### src/rtl/rot_arb_pkg.sv
package rot_arb_pkg;

   // Urgency classes, ordered so that a larger value wins.
   typedef enum logic [2:0] {
      CLS_NONE  = 3'd0,
      CLS_PLAIN = 3'd1,
      CLS_DMA   = 3'd2,
      CLS_CORE  = 3'd3,
      CLS_HOST  = 3'd4
   } bus_cls_e;

   // Agent-side classes are carried as lanes of masks.
   localparam int CLS_LANES  = 3;
   localparam int LANE_CORE  = 0;
   localparam int LANE_DMA   = 1;
   localparam int LANE_PLAIN = 2;

   localparam int MIN_AGENTS = 2;
   localparam int MAX_AGENTS = 8;

endpackage

### src/rtl/rot_arb_class_split.sv
module rot_arb_class_split
   import rot_arb_pkg::*;
#(
   parameter int N = 4
) (
   input  logic [N-1:0]                 req,
   input  logic [N-1:0]                 core,
   input  logic [N-1:0]                 dmahi,
   output logic [CLS_LANES-1:0][N-1:0]  lane_mask
);

   // A flag only counts while its agent is requesting; core wins over dma.
   for (genvar i = 0; i < N; i++) begin : g_agent
      assign lane_mask[LANE_CORE][i]  = req[i] &  core[i];
      assign lane_mask[LANE_DMA][i]   = req[i] & ~core[i] &  dmahi[i];
      assign lane_mask[LANE_PLAIN][i] = req[i] & ~core[i] & ~dmahi[i];
   end

endmodule

### src/rtl/rot_arb_rr_pick.sv
module rot_arb_rr_pick #(
   parameter int N  = 4,
   parameter int IW = 2
) (
   input  logic [N-1:0]  mask,
   input  logic [IW-1:0] ref_id,
   output logic          hit,
   output logic [IW-1:0] win
);

   // Search ref+1, ref+2, ... wrapping, with ref itself visited last.
   logic [IW-1:0] cand [N];

   for (genvar k = 0; k < N; k++) begin : g_cand
      assign cand[k] = IW'((int'(ref_id) + k + 1) % N);
   end

   always_comb begin
      hit = 1'b0;
      win = ref_id;
      for (int k = 0; k < N; k++) begin
         if (!hit && mask[cand[k]]) begin
            hit = 1'b1;
            win = cand[k];
         end
      end
   end

endmodule

### src/rtl/rot_arb_owner_ctl.sv
module rot_arb_owner_ctl
   import rot_arb_pkg::*;
#(
   parameter int N  = 4,
   parameter int IW = 2
) (
   input  logic                          clk,
   input  logic                          rst_n,
   input  logic                          host_req,
   input  logic [N-1:0]                  agt_done,
   input  logic [CLS_LANES-1:0][N-1:0]   lane_mask,
   input  logic [CLS_LANES-1:0]          lane_hit,
   input  logic [CLS_LANES-1:0][IW-1:0]  lane_win,
   output logic [N-1:0]                  grant,
   output logic                          host_grant,
   output logic [IW-1:0]                 master_id
);

   logic          own_valid_q, own_host_q;
   logic [IW-1:0] own_id_q;
   logic          own_valid_d, own_host_d;
   logic [IW-1:0] own_id_d;

   bus_cls_e cur_cls, best_cls;
   logic     owner_done, take;

   // Class of the present owner, from live flags; NONE means released.
   always_comb begin
      if (!own_valid_q)                         cur_cls = CLS_NONE;
      else if (own_host_q)                      cur_cls = host_req ? CLS_HOST : CLS_NONE;
      else if (lane_mask[LANE_CORE][own_id_q])  cur_cls = CLS_CORE;
      else if (lane_mask[LANE_DMA][own_id_q])   cur_cls = CLS_DMA;
      else if (lane_mask[LANE_PLAIN][own_id_q]) cur_cls = CLS_PLAIN;
      else                                      cur_cls = CLS_NONE;
   end

   // Most urgent class with any pending request.
   always_comb begin
      if (host_req)                  best_cls = CLS_HOST;
      else if (lane_hit[LANE_CORE])  best_cls = CLS_CORE;
      else if (lane_hit[LANE_DMA])   best_cls = CLS_DMA;
      else if (lane_hit[LANE_PLAIN]) best_cls = CLS_PLAIN;
      else                           best_cls = CLS_NONE;
   end

   assign owner_done = own_valid_q & ~own_host_q & agt_done[own_id_q];
   assign take       = (cur_cls == CLS_NONE) ||
                       (owner_done && (best_cls > cur_cls));

   always_comb begin
      own_valid_d = own_valid_q;
      own_host_d  = own_host_q;
      own_id_d    = own_id_q;
      if (take) begin
         unique case (best_cls)
            CLS_HOST: begin
               own_valid_d = 1'b1;
               own_host_d  = 1'b1;
            end
            CLS_CORE: begin
               own_valid_d = 1'b1;
               own_host_d  = 1'b0;
               own_id_d    = lane_win[LANE_CORE];
            end
            CLS_DMA: begin
               own_valid_d = 1'b1;
               own_host_d  = 1'b0;
               own_id_d    = lane_win[LANE_DMA];
            end
            CLS_PLAIN: begin
               own_valid_d = 1'b1;
               own_host_d  = 1'b0;
               own_id_d    = lane_win[LANE_PLAIN];
            end
            default: begin
               own_valid_d = 1'b0;
               own_host_d  = 1'b0;
            end
         endcase
      end
   end

   always_ff @(posedge clk or negedge rst_n) begin
      if (!rst_n) begin
         own_valid_q <= 1'b1;
         own_host_q  <= 1'b0;
         own_id_q    <= '0;
      end else begin
         own_valid_q <= own_valid_d;
         own_host_q  <= own_host_d;
         own_id_q    <= own_id_d;
      end
   end

   for (genvar i = 0; i < N; i++) begin : g_grant
      assign grant[i] = own_valid_q & ~own_host_q & (own_id_q == IW'(i));
   end

   assign host_grant = own_valid_q & own_host_q;
   assign master_id  = own_id_q;

endmodule

### src/rtl/bus_rotary_arbiter.sv
module bus_rotary_arbiter
   import rot_arb_pkg::*;
#(
   parameter int N_AGENTS = 4,
   localparam int ID_W    = (N_AGENTS > 1) ? $clog2(N_AGENTS) : 1
) (
   input  logic                clk,
   input  logic                rst_n,
   input  logic [N_AGENTS-1:0] agt_req,
   input  logic [N_AGENTS-1:0] agt_core,
   input  logic [N_AGENTS-1:0] agt_dmahi,
   input  logic [N_AGENTS-1:0] agt_done,
   input  logic                host_req,
   output logic [N_AGENTS-1:0] grant,
   output logic                host_grant,
   output logic [ID_W-1:0]     master_id
);

   if (N_AGENTS < MIN_AGENTS || N_AGENTS > MAX_AGENTS) begin : g_bad_count
      $error("bus_rotary_arbiter: N_AGENTS must lie in 2..8");
   end

   logic [CLS_LANES-1:0][N_AGENTS-1:0] lane_mask;
   logic [CLS_LANES-1:0]               lane_hit;
   logic [CLS_LANES-1:0][ID_W-1:0]     lane_win;

   rot_arb_class_split #(.N(N_AGENTS)) u_split (
      .req       (agt_req),
      .core      (agt_core),
      .dmahi     (agt_dmahi),
      .lane_mask (lane_mask)
   );

   for (genvar l = 0; l < CLS_LANES; l++) begin : g_lane
      rot_arb_rr_pick #(.N(N_AGENTS), .IW(ID_W)) u_pick (
         .mask   (lane_mask[l]),
         .ref_id (master_id),
         .hit    (lane_hit[l]),
         .win    (lane_win[l])
      );
   end

   rot_arb_owner_ctl #(.N(N_AGENTS), .IW(ID_W)) u_owner (
      .clk        (clk),
      .rst_n      (rst_n),
      .host_req   (host_req),
      .agt_done   (agt_done),
      .lane_mask  (lane_mask),
      .lane_hit   (lane_hit),
      .lane_win   (lane_win),
      .grant      (grant),
      .host_grant (host_grant),
      .master_id  (master_id)
   );

endmodule

### config.mk
export PLATFORM = sky130hd
export DESIGN_NAME = bus_rotary_arbiter
export DESIGN_NICKNAME = d
export VERILOG_FILES = /design/src/rtl/rot_arb_pkg.sv /design/src/rtl/rot_arb_class_split.sv /design/src/rtl/rot_arb_rr_pick.sv /design/src/rtl/rot_arb_owner_ctl.sv /design/src/rtl/bus_rotary_arbiter.sv
export SDC_FILE = /design/constraint.sdc
export NUM_CORES = 1
export LEC_CHECK = 0
export ABC_AREA = 1
export BUFFER_PORTS_ARGS = -buffer_cell sky130_fd_sc_hd__buf_2
export CAP_MARGIN = 5
export CELL_PAD_IN_SITES_DETAIL_PLACEMENT = 0
export CELL_PAD_IN_SITES_GLOBAL_PLACEMENT = 1
export CORE_MARGIN = 1.5
export CORE_UTILIZATION = 35
export CTS_BUF_LIST = sky130_fd_sc_hd__clkbuf_8
export DETAILED_ROUTE_END_ITERATION = 10
export HOLD_SLACK_MARGIN = 0.12
export PLACE_DENSITY = 0.89
export SLEW_MARGIN = 20
export SYNTH_ARGS = -nofsm -noshare
export SYNTH_HDL_FRONTEND = slang
export SYNTH_SLANG_ARGS = --single-unit
### constraint.sdc
create_clock -name clk -period 6.15 [get_ports clk]
set_clock_uncertainty 0.05 [all_clocks]
set_input_delay 1.23 -clock clk [delete_from_list [all_inputs] [get_ports clk]]
set_output_delay 1.23 -clock clk [all_outputs]
set_load 0.01 [all_outputs]
==> results.ini <==
[status]
status = complete, no violations

[synthesis]
ys_seq_elements = 4
yosysTopAreaCell = nand2_1
yosys_most_used_dff = dfrtp_1
yosysTopAreaCellShare_pct = 22.2
netlist_area_sq_um = 1230
synth.area.top_cells = nand2_1 22%, nand3_1 20%, nand4_1 9.6%
synth.top_cells.by_count = 73 x nand2_1, 49 x nand3_1, 24 x inv_1
yosys.cell_types.count = 24
yosysSeqAreaShare_pct = 8.22
yosysWarnings = 0
synth-edff-count = 0
syn_inst = 228
async_reset_ff_share_pct = 100
syn_avg_cell_area_sq_um = 5.41
synth.most_common_cell = nand2_1
synth_nets = 254

[floorplanning]
num_rows = 21
die_w_microns = 62.3
die_h_microns = 62.3
dieArea_sq_um = 3890
floorplan.initialDensity_pct = 36.6
pin_count = 26
core_area_sq_um = 3360

[sta]
rsz0062_at_grt = false
final_max_slew_viol_count = 0
setup_ws_ns = 2.46
hold_violations = 0
min_period_ns = 3.69
fin_setup_tns_ns = 0
final-setup-viol-count = 0
post-route-period-util_pct = 60.0
clock.fmax_mhz = 271
relSlewSlack_pct = 70.3
tightest_slew_ns = 0.444

[critical_path]
crit_family = simple AND/OR/NAND/NOR gates
critPathRequiredTime_ns = 6.20
max_stage_delay_ns = 0.45
crit_top_cell = nand2_1
path_buf_inv = 4
crit_chain = inv_2, ha_1, inv_1, nand2_1, nand2_2, nand3_1, nand2_2, nand2_1, nor2_1, nand3_2, nand2_1, inv_1, ha_1, nand2_1, o21ai_0, nand4_1, nand2_1, nand3_1, nor2_2, inv_2, nand2_1, nand2_1
slowest_stage = ha_1
worstSetupStartpointType = flip-flop
cp.arrival_ns = 3.74
crit_cells = 22
worst-r2r-cell-count = 22
cp_max_fo = 23
cp-end-kind = flip-flop
worstSetupPathType = flip-flop to flip-flop

[pwr]
p_leak_uw = 0.000827
power_density_nw_per_um2 = 634
vdd_ir_drop_max_v = 0.000161

[layout]
syn2layout_area_growth_pct = 15.5
drive_gt1_share_pct = 20.6
multiInputGateArea_sq_um = 971
diodes = 0
layout.nets = 279
n_fill_cell = 388
ff_latch_area_sq_um = 101

[detailed_routing]
drcViolationCount = 0
vias = 1519
drt-initial-drc-count = 69
dr.pass1.iters = 4
ant_nets = 0
routed_wl_mm = 3.33
via_per_inst = 5.10
post_drt_wl_per_cell_microns = 11.2

[clock_network]
postCtsHoldBufs = 0
clock-sinks = 4
root_buffer = clkbuf_8
htreeDepth = 1
cts_tree = done
path_clk_slew_ns = 0.03
clock_latency_ns = 0.22
cts_max_path_buffers = 2
cts_buffers = 3
cts_setup_buffers = 0
postCtsResizedCells = 0

[global_route]
grt_use_total_pct = 17.8
antenna_found_initial = 0
grt_start_max_net_pins = 26
grt-ovfl-total = 0
grt_pass1_vias = 1323
grt_pass1_wl_mm = 5.83

[flow_run]
maxCapViolations = 0

[placed_design]
hpwl_mm = 2.65
io_buffers = 25
gp_congestion = 0.860
dp_slack_ns = 2.50

[min_path]
hold_class = flip-flop to flip-flop
hold_depth = 2

==> stage by stage <==
step	cells	total power [uW]	util (%)	hold slack [ns]	instance area [sq um]
2_1_floorplan	228	693	-	0.484	1230
3_3_place_gp	294	838	41.0	0.524	1380
3_5_place_dp	294	836	41.0	0.522	1380
4_1_cts	298	897	42.3	0.527	1420
5_1_grt	298	1020	42.3	0.553	1420
6_report	298	903	42.3	0.530	1420
==> placed cells by master, fill, tap and decap left out, drive strengths merged <==
master,count
a21oi,3
a31oi,1
buf,26
clkbuf,3
clkinv,1
dfrtp,3
dfstp,1
ha,7
inv,31
nand2,77
nand3,53
nand4,22
nor2,16
o211ai,2
o21ai,5
o22ai,1
==> area by class of cell <==
| class | count | share of cell area [%] |
|---|---|---|
| clock buffer | 3 | 2.90 |
| clock inverter | 1 | 0.264 |
| inverter | 31 | 8.17 |
| multi-input combinational | 187 | 68.2 |
| sequential | 4 | 7.12 |
| tap | 46 | 4.04 |
| timing repair buffer | 26 | 9.31 |
==> path summary, 6_finish.rpt <==
path	from	endpoint	slack [ns]
worst min register to register	u_owner.own_valid_q$_DFFE_PN1P_	u_owner.own_host_q$_DFFE_PN0P_	0.53
worst max-delay path	flip-flop	flip-flop	2.46
min in group asynchronous	rst_n	asynchronous set/reset pin	0.76
max in group asynchronous	rst_n	u_owner.own_valid_q$_DFFE_PN1P_	5.08
worst max register to register	flip-flop	flip-flop	2.46
worst min-delay path	u_owner.own_valid_q$_DFFE_PN1P_	u_owner.own_host_q$_DFFE_PN0P_	0.53
==> metal layers <==
metal  routed length [microns]  share of wire (%)  GRT usage (%)  up-vias
li1                          -                  -              -      816
met1                      1660                 50           25.0      659
met2                      1510                 45           29.3       42
met3                       144                4.3           1.81        2
met4                        19               0.57           4.17        0
met5                         0                  0              0        -
==> where the power goes <==
part,switching (uW),total [uW],internal (uW)
sequential,10.5,47.7,37.2
clock,13.4,56.0,42.5
combinational,537,799,262
total,561,903,342
==> kinds of logic (layout without fill, tap and decap cells) <==
logic type | Yosys count | count (layout) | synth area share, %
fa+ha+maj | 7 | 7 | 7.11
flops | 4 | 4 | 8.22
compound gates | 12 | 12 | 6.09
simple gates | 168 | 168 | 65.6
buf+inv | 37 | 61 | 13.0
==> worst register-to-register path: cells and delay by family (launching register included) <==
family          cells  cell delay (ns)
flops               1             0.37
fa+ha+maj           2             0.74
buf+inv             4             0.77
compound gates      1             0.15
simple gates       15             1.50
Note: power is estimated with default switching activity, not from simulation.
